**src/rtl/lel_pkg.sv**
```systemverilog
package lel_pkg;

    // Record kind codes seen on rec_kind_o
    typedef enum logic [1:0] {
        K_NONE   = 2'd0,
        K_SINGLE = 2'd1,
        K_MULTI  = 2'd2,
        K_LOSS   = 2'd3
    } kind_t;

    // Classifier states
    typedef enum logic [1:0] {
        ST_IDLE = 2'd0,
        ST_PEND = 2'd1,
        ST_LOSS = 2'd2
    } cls_state_t;

    localparam int NUM_KINDS = 3;

    function automatic int max3(input int a, input int b, input int c);
        int m;
        m = (a > b) ? a : b;
        return (m > c) ? m : c;
    endfunction

endpackage

```
**src/rtl/lel_word_cmp.sv**
```systemverilog
// Bitwise comparison: differing-bit count, position and direction of a flip
module lel_word_cmp #(
    parameter int W    = 32,
    parameter int CW   = 6,
    parameter int IDXW = 5
) (
    input  logic [W-1:0]    rx_i,
    input  logic [W-1:0]    exp_i,
    output logic [CW-1:0]   diff_cnt_o,
    output logic [IDXW-1:0] diff_idx_o,
    output logic            diff_dir_o
);
    logic [W-1:0] diff;

    assign diff = rx_i ^ exp_i;

    always_comb begin
        diff_cnt_o = '0;
        diff_idx_o = '0;
        diff_dir_o = 1'b0;
        for (int i = 0; i < W; i++) begin
            if (diff[i]) begin
                diff_cnt_o = diff_cnt_o + CW'(1);
                diff_idx_o = IDXW'(i);
                diff_dir_o = exp_i[i];   // 1: expected 1, got 0
            end
        end
    end
endmodule

```
**src/rtl/lel_event_fsm.sv**
```systemverilog
// Event classifier: pending word, frame-loss run, record emission
module lel_event_fsm
    import lel_pkg::*;
#(
    parameter int CW   = 6,
    parameter int IDXW = 5,
    parameter int TSW  = 16,
    parameter int LENW = 8,
    parameter int FW   = 8
) (
    input  logic            clk,
    input  logic            rst,
    input  logic            lock_i,
    input  logic            vld_i,
    input  logic [CW-1:0]   diff_cnt_i,
    input  logic [IDXW-1:0] diff_idx_i,
    input  logic            diff_dir_i,
    input  logic [TSW-1:0]  ts_i,
    output logic            emit_o,
    output kind_t           emit_kind_o,
    output logic [TSW-1:0]  emit_time_o,
    output logic [FW-1:0]   emit_field_o
);
    cls_state_t      st_q, st_d;
    logic [TSW-1:0]  ts_hold_q, ts_hold_d;
    kind_t           pk_q, pk_d;
    logic [FW-1:0]   pf_q, pf_d;
    logic [LENW-1:0] len_q, len_d;

    logic            word_bad;
    kind_t           cur_kind;
    logic [FW-1:0]   cur_field;

    assign word_bad  = (diff_cnt_i != '0);
    assign cur_kind  = (diff_cnt_i == CW'(1)) ? K_SINGLE : K_MULTI;
    assign cur_field = (diff_cnt_i == CW'(1)) ? FW'({diff_dir_i, diff_idx_i})
                                              : FW'(diff_cnt_i);

    always_comb begin
        st_d         = st_q;
        ts_hold_d    = ts_hold_q;
        pk_d         = pk_q;
        pf_d         = pf_q;
        len_d        = len_q;
        emit_o       = 1'b0;
        emit_kind_o  = K_NONE;
        emit_time_o  = ts_hold_q;
        emit_field_o = '0;
        unique case (st_q)
            ST_IDLE: begin
                if (lock_i && vld_i && word_bad) begin
                    st_d      = ST_PEND;
                    ts_hold_d = ts_i;
                    pk_d      = cur_kind;
                    pf_d      = cur_field;
                end
            end
            ST_PEND: begin
                if (!lock_i) begin
                    st_d = ST_IDLE;            // pending word discarded
                end else if (vld_i) begin
                    if (word_bad) begin
                        st_d  = ST_LOSS;
                        len_d = LENW'(2);
                    end else begin
                        st_d         = ST_IDLE;
                        emit_o       = 1'b1;
                        emit_kind_o  = pk_q;
                        emit_field_o = pf_q;
                    end
                end
            end
            ST_LOSS: begin
                if (!lock_i || (vld_i && !word_bad)) begin
                    st_d         = ST_IDLE;
                    emit_o       = 1'b1;
                    emit_kind_o  = K_LOSS;
                    emit_field_o = FW'(len_q);
                end else if (vld_i && len_q != '1) begin
                    len_d = len_q + LENW'(1);  // saturation
                end
            end
            default: st_d = ST_IDLE;
        endcase
    end

    always_ff @(posedge clk) begin
        if (rst) begin
            st_q      <= ST_IDLE;
            ts_hold_q <= '0;
            pk_q      <= K_NONE;
            pf_q      <= '0;
            len_q     <= '0;
        end else begin
            st_q      <= st_d;
            ts_hold_q <= ts_hold_d;
            pk_q      <= pk_d;
            pf_q      <= pf_d;
            len_q     <= len_d;
        end
    end
endmodule

```
**src/rtl/lel_rec_out.sv**
```systemverilog
// Single record holding stage with drop-on-busy and sticky overflow
module lel_rec_out
    import lel_pkg::*;
#(
    parameter int TSW = 16,
    parameter int FW  = 8
) (
    input  logic           clk,
    input  logic           rst,
    input  logic           emit_i,
    input  kind_t          emit_kind_i,
    input  logic [TSW-1:0] emit_time_i,
    input  logic [FW-1:0]  emit_field_i,
    input  logic           ready_i,
    output logic           valid_o,
    output kind_t          kind_o,
    output logic [TSW-1:0] time_o,
    output logic [FW-1:0]  field_o,
    output logic           overflow_o
);
    logic busy;

    assign busy = valid_o && !ready_i;

    always_ff @(posedge clk) begin
        if (rst) begin
            valid_o    <= 1'b0;
            kind_o     <= K_NONE;
            time_o     <= '0;
            field_o    <= '0;
            overflow_o <= 1'b0;
        end else if (busy) begin
            if (emit_i) overflow_o <= 1'b1;   // new record dropped
        end else begin
            valid_o <= emit_i;
            if (emit_i) begin
                kind_o  <= emit_kind_i;
                time_o  <= emit_time_i;
                field_o <= emit_field_i;
            end
        end
    end
endmodule

```
**src/rtl/lel_counters.sv**
```systemverilog
// Per-kind saturating event counters
module lel_counters
    import lel_pkg::*;
#(
    parameter int CNTW = 16
) (
    input  logic                           clk,
    input  logic                           rst,
    input  logic                           emit_i,
    input  kind_t                          emit_kind_i,
    output logic [NUM_KINDS-1:0][CNTW-1:0] cnt_o
);
    for (genvar k = 0; k < NUM_KINDS; k++) begin : g_cnt
        logic [CNTW-1:0] c_q;
        always_ff @(posedge clk) begin
            if (rst)
                c_q <= '0;
            else if (emit_i && emit_kind_i == kind_t'(k + 1) && c_q != '1)
                c_q <= c_q + CNTW'(1);
        end
        assign cnt_o[k] = c_q;
    end
endmodule

```
**src/rtl/link_err_logger.sv**
```systemverilog
module link_err_logger
    import lel_pkg::*;
#(
    parameter  int W    = 32,
    parameter  int TSW  = 16,
    parameter  int LENW = 8,
    parameter  int CNTW = 16,
    localparam int IDXW = (W > 1) ? $clog2(W) : 1,
    localparam int CW   = $clog2(W + 1),
    localparam int FW   = max3(IDXW + 1, CW, LENW)
) (
    input  logic            clk,
    input  logic            rst,
    input  logic            lock_i,
    input  logic            word_vld_i,
    input  logic [W-1:0]    rx_word_i,
    input  logic [W-1:0]    exp_word_i,
    input  logic            rec_ready_i,
    output logic            rec_valid_o,
    output logic [1:0]      rec_kind_o,
    output logic [TSW-1:0]  rec_time_o,
    output logic [FW-1:0]   rec_field_o,
    output logic            overflow_o,
    output logic [CNTW-1:0] cnt_single_o,
    output logic [CNTW-1:0] cnt_multi_o,
    output logic [CNTW-1:0] cnt_loss_o
);
    logic [TSW-1:0]  ts_q;
    logic [CW-1:0]   diff_cnt;
    logic [IDXW-1:0] diff_idx;
    logic            diff_dir;
    logic            emit;
    kind_t           emit_kind;
    logic [TSW-1:0]  emit_time;
    logic [FW-1:0]   emit_field;
    kind_t           out_kind;
    logic [NUM_KINDS-1:0][CNTW-1:0] cnt;

    // free-running timestamp
    always_ff @(posedge clk) begin
        if (rst) ts_q <= '0;
        else     ts_q <= ts_q + TSW'(1);
    end

    lel_word_cmp #(.W(W), .CW(CW), .IDXW(IDXW)) cmp_i (
        .rx_i       (rx_word_i),
        .exp_i      (exp_word_i),
        .diff_cnt_o (diff_cnt),
        .diff_idx_o (diff_idx),
        .diff_dir_o (diff_dir)
    );

    lel_event_fsm #(.CW(CW), .IDXW(IDXW), .TSW(TSW), .LENW(LENW), .FW(FW)) fsm_i (
        .clk          (clk),
        .rst          (rst),
        .lock_i       (lock_i),
        .vld_i        (word_vld_i),
        .diff_cnt_i   (diff_cnt),
        .diff_idx_i   (diff_idx),
        .diff_dir_i   (diff_dir),
        .ts_i         (ts_q),
        .emit_o       (emit),
        .emit_kind_o  (emit_kind),
        .emit_time_o  (emit_time),
        .emit_field_o (emit_field)
    );

    lel_rec_out #(.TSW(TSW), .FW(FW)) out_i (
        .clk          (clk),
        .rst          (rst),
        .emit_i       (emit),
        .emit_kind_i  (emit_kind),
        .emit_time_i  (emit_time),
        .emit_field_i (emit_field),
        .ready_i      (rec_ready_i),
        .valid_o      (rec_valid_o),
        .kind_o       (out_kind),
        .time_o       (rec_time_o),
        .field_o      (rec_field_o),
        .overflow_o   (overflow_o)
    );

    lel_counters #(.CNTW(CNTW)) cnt_i (
        .clk         (clk),
        .rst         (rst),
        .emit_i      (emit),
        .emit_kind_i (emit_kind),
        .cnt_o       (cnt)
    );

    assign rec_kind_o   = out_kind;
    assign cnt_single_o = cnt[0];
    assign cnt_multi_o  = cnt[1];
    assign cnt_loss_o   = cnt[2];
endmodule

```
**config.mk**
```make
export PLATFORM = sky130hd
export DESIGN_NAME = link_err_logger
export DESIGN_NICKNAME = d
export VERILOG_FILES = /design/src/rtl/lel_pkg.sv /design/src/rtl/lel_word_cmp.sv /design/src/rtl/lel_event_fsm.sv /design/src/rtl/lel_rec_out.sv /design/src/rtl/lel_counters.sv /design/src/rtl/link_err_logger.sv
export SDC_FILE = /design/constraint.sdc
export NUM_CORES = 1
export LEC_CHECK = 0
export ABC_AREA = 1
export ABC_CLOCK_PERIOD_IN_PS = 21900
export BUFFER_PORTS_ARGS = -buffer_cell sky130_fd_sc_hd__buf_2
export CAP_MARGIN = 20
export CORE_UTILIZATION = 55
export CTS_CLUSTER_SIZE = 30
export DETAILED_ROUTE_END_ITERATION = 12
export PLACE_DENSITY = 0.83
export SKIP_CTS_REPAIR_TIMING = 1
export SLEW_MARGIN = 25
export SYNTH_ARGS = -nofsm -noshare
export SYNTH_HDL_FRONTEND = slang
export SYNTH_SLANG_ARGS = --single-unit
```
**constraint.sdc**
```tcl
create_clock -name clk -period 21.9 [get_ports clk]
set_input_delay 4.38 -clock clk [delete_from_list [all_inputs] [get_ports clk]]
set_output_delay 4.38 -clock clk [all_outputs]
set_load 0.005 [all_outputs]
```
==> results by group <==
Status
  • Outcome: complete, no violations

Floorplanning
  • Core ar.: 20430 um2
  • Num rows: 52
  • Die width: 147.1 um
  • Starting Density: 56.67%
  • DIE HEIGHT: 147.1 um
  • Die area: 21630 um2
  • Top Ports: 145

Worst setup path
  • WP data arrival: 21.24 ns
  • CP peak stage delay: 0.31 ns
  • Worst Path Required: 22.20 ns
  • Slack of the worst reg-to-reg path: 19.50 ns
  • CP most frequent cell: nand2_1
  • Max FO, Critical Path: 8
  • WS Path Type: primary input to flop
  • Reg-to-Reg End: cnt_i.g_cnt[0].c_q[6]
  • Startpoint Class: primary input
  • FF-to-FF Start: cnt_i.g_cnt[0].c_q[0]
  • Nature of the critical path endpoint: flop
  • Crit-path slowest cell: or2_2
  • Reg2Reg Depth: 12

Min path
  • Hold_sp: out_i.overflow_o
  • Hold WC Path Type: flop to flop
  • Worst hold endpoint: out_i.overflow_o
  • Hold path cells: 1

Route
  • # DRC: 0
  • Via-to-Cell Ratio: 5.239
  • Drt pass-1 iters: 6
  • Wirelength per Cell: 11.91 um
  • Final ANT Viol Nets: 0
  • DR iter-0 viols: 728
  • DR vias: 12440
  • Routed wire length: 28270 um

Clock network
  • CTS tree: yes
  • Worst-Skew Late Latency: 0.41 ns
  • Maximum clock insertion buffer count: 2
  • Clock buffer count from CTS: 17
  • # clock sinks: 126
  • Clock slew at reported path FFs: 0.05 ns
  • H-tree Lvls: 4
  • CTS root buf: clkbuf_16

Synth
  • Top cells by area, synth: dfxtp_1 22%, nand2_1 15%, inv_1 9.8%
  • Unique cell type count in the Yosys netlist: 49
  • Post-synth EDFFs: 0
  • Mapped cell area: 11580 um2
  • Async SR Flop Fraction: 0%
  • Synth top area share: 21.79%
  • Avg Cell Area, Syn: 5.962 um2
  • Flop and latch count out of synthesis: 126
  • Sequential element share of the synthesized area: 21.79%
  • Post-synth net total: 2050
  • Number of synthesis warnings: 0
  • Synth Instances: 1942
  • Synth Flop Type: dfxtp_1
  • Cell type with the largest total area after synthesis: dfxtp_1

Pwr
  • VDD IR-drop max: 0.07164 mV
  • PD cells: 98.07 nW/um2
  • LEAKAGE: 0.006954 uW

STA
  • Slew Viols, Final: 0
  • Final Setup Violations: 0
  • Slew at the pin closest to its max-slew limit: 0.6955 ns
  • Worst setup margin: 0.9531 ns
  • Setup TNS: 0 ns
  • Max-slew headroom: 53.63%
  • Post-route minimum period: 20.95 ns
  • Layout Skew: 0.007341 ns
  • Min Hold Slack: 0.4564 ns
  • Fmax: 47.74 MHz
  • Part of the cycle the worst path needs: 95.65%
  • Final Hold Fails: 0

Global route
  • Largest net degree at the start of global routing: 78
  • First-pass GRT wire length: 47710 um
  • GRT Overall Usage: 25.69%
  • Initial antenna violation count: 0
  • Vias in the first global route: 11190
  • Overflow after GRT: 0

Cells and area
  • # nets final: 2200
  • Inserted Diodes: 0
  • Commonest non-fill, non-tap cell in the layout: nand2_1
  • Final Instance Area: 13360 um2
  • Area growth, synth to finish: 15.39%
  • Share of layout cells above drive strength 1: 22.62%
  • Most frequent cells in the layout: 464 x nand2_1, 300 x inv_1, 201 x nor2_1, 193 x nand3_1, 144 x buf_2

Placed design
  • Final GP Congestion: 0.9380
  • DP Wirelength: 21420 um
  • Post-place setup slack: 0.06548 ns
  • Placed Area: 12500 um2
  • IO buf count: 144

Job
  • Max_cap viols: 0
==> power by group <==
group | switching [uW] | leakage, uW | internal [uW]
Sequential | 9.28 | 0.00102 | 245
Combinational | 515 | 0.00566 | 269
Clock | 102 | 0.000273 | 171
Total | 626 | 0.00695 | 684
==> cells in the mapped netlist, drive strengths merged, types with 18 or more instances <==
cell type  count
nand2        603
inv          317
nand3        260
nor2         215
dfxtp        126
a21oi         91
o21ai         84
ha            39
nand4         34
nor3          34
or2           33
buf           20
xor2          18
==> layer usage <==
layer / vias up / track usage, % / share of wire (%)
met2: 301 / 43.84 / 48
met1: 5573 / 33.92 / 47
met5: - / 0 / 0
li1: 6513 / - / -
met3: 50 / 2.857 / 4.0
met4: 0 / 7.680 / 1.7
==> cells by family after synthesis <==
logic type	share of synthesized area, %
flip-flops	21.79
XOR/XNOR	2.183
AO/OA/AOI/OAI	9.359
buffers and inverters	11.93
AND/OR/NAND/NOR	50.52
adder cells (fa/ha/maj)	4.215
==> registers in the layout (all words and copies together) (netlist names) <==
signal / cells
fsm_i.pf_q: 6
out_i.valid_o: 1
fsm_i.emit_time_o: 16
out_i.kind_o: 2
out_i.time_o: 16
out_i.field_o: 8
fsm_i.len_q: 8
cnt_i.g_cnt.c_q: 48
out_i.overflow_o: 1
fsm_i.pk_q: 2
ts_q: 16
fsm_i.st_q: 2
==> critical path, delay by kind of cell <==
kind                       cells  cell delay, ns
and+or+nand+nor               68            7.32
buffers and inverters          8            0.64
adders and majority gates     31            8.56
AOI/OAI and AO/OA              3            0.33
==> layout make-up <==
cell class              instances  area (um2)
inverters                     319        1225
repair buffers                160       869.6
fillers                      1808        7071
clock buffers                  23       498.0
well taps                     270       337.8
clock inverters                 8       82.58
multi-input cells            1468        7824
flip-flops and latches        126        2522
==> per-stage QoR <==
stage | total power [uW] | cells | util (%)
after CTS | 1276 | 2362 | 64.01
after global routing | 1434 | 2374 | 65.39
after global placement | 975.2 | 2331 | 61.15
final | 1310 | 2374 | 65.39
after detailed placement | 1003 | 2331 | 61.16
after floorplan | 880.5 | 1942 | -
==> worst max-delay path by stage <==
stage,startpoint,to,slack (ns)
floorplan,rx_word_i[0],out_i.field_o[4],1.68
global placement,rx_word_i[0],out_i.time_o[14],0.65
detailed placement,rx_word_i[0],out_i.field_o[2],0.07
CTS,rx_word_i[0],out_i.field_o[2],0.41
global route,rx_word_i[0],cnt_i.g_cnt[0].c_q[12],-0.24
finish,rx_word_i[0],cnt_i.g_cnt[0].c_q[12],0.95
Power figures use the tool's default switching activity.
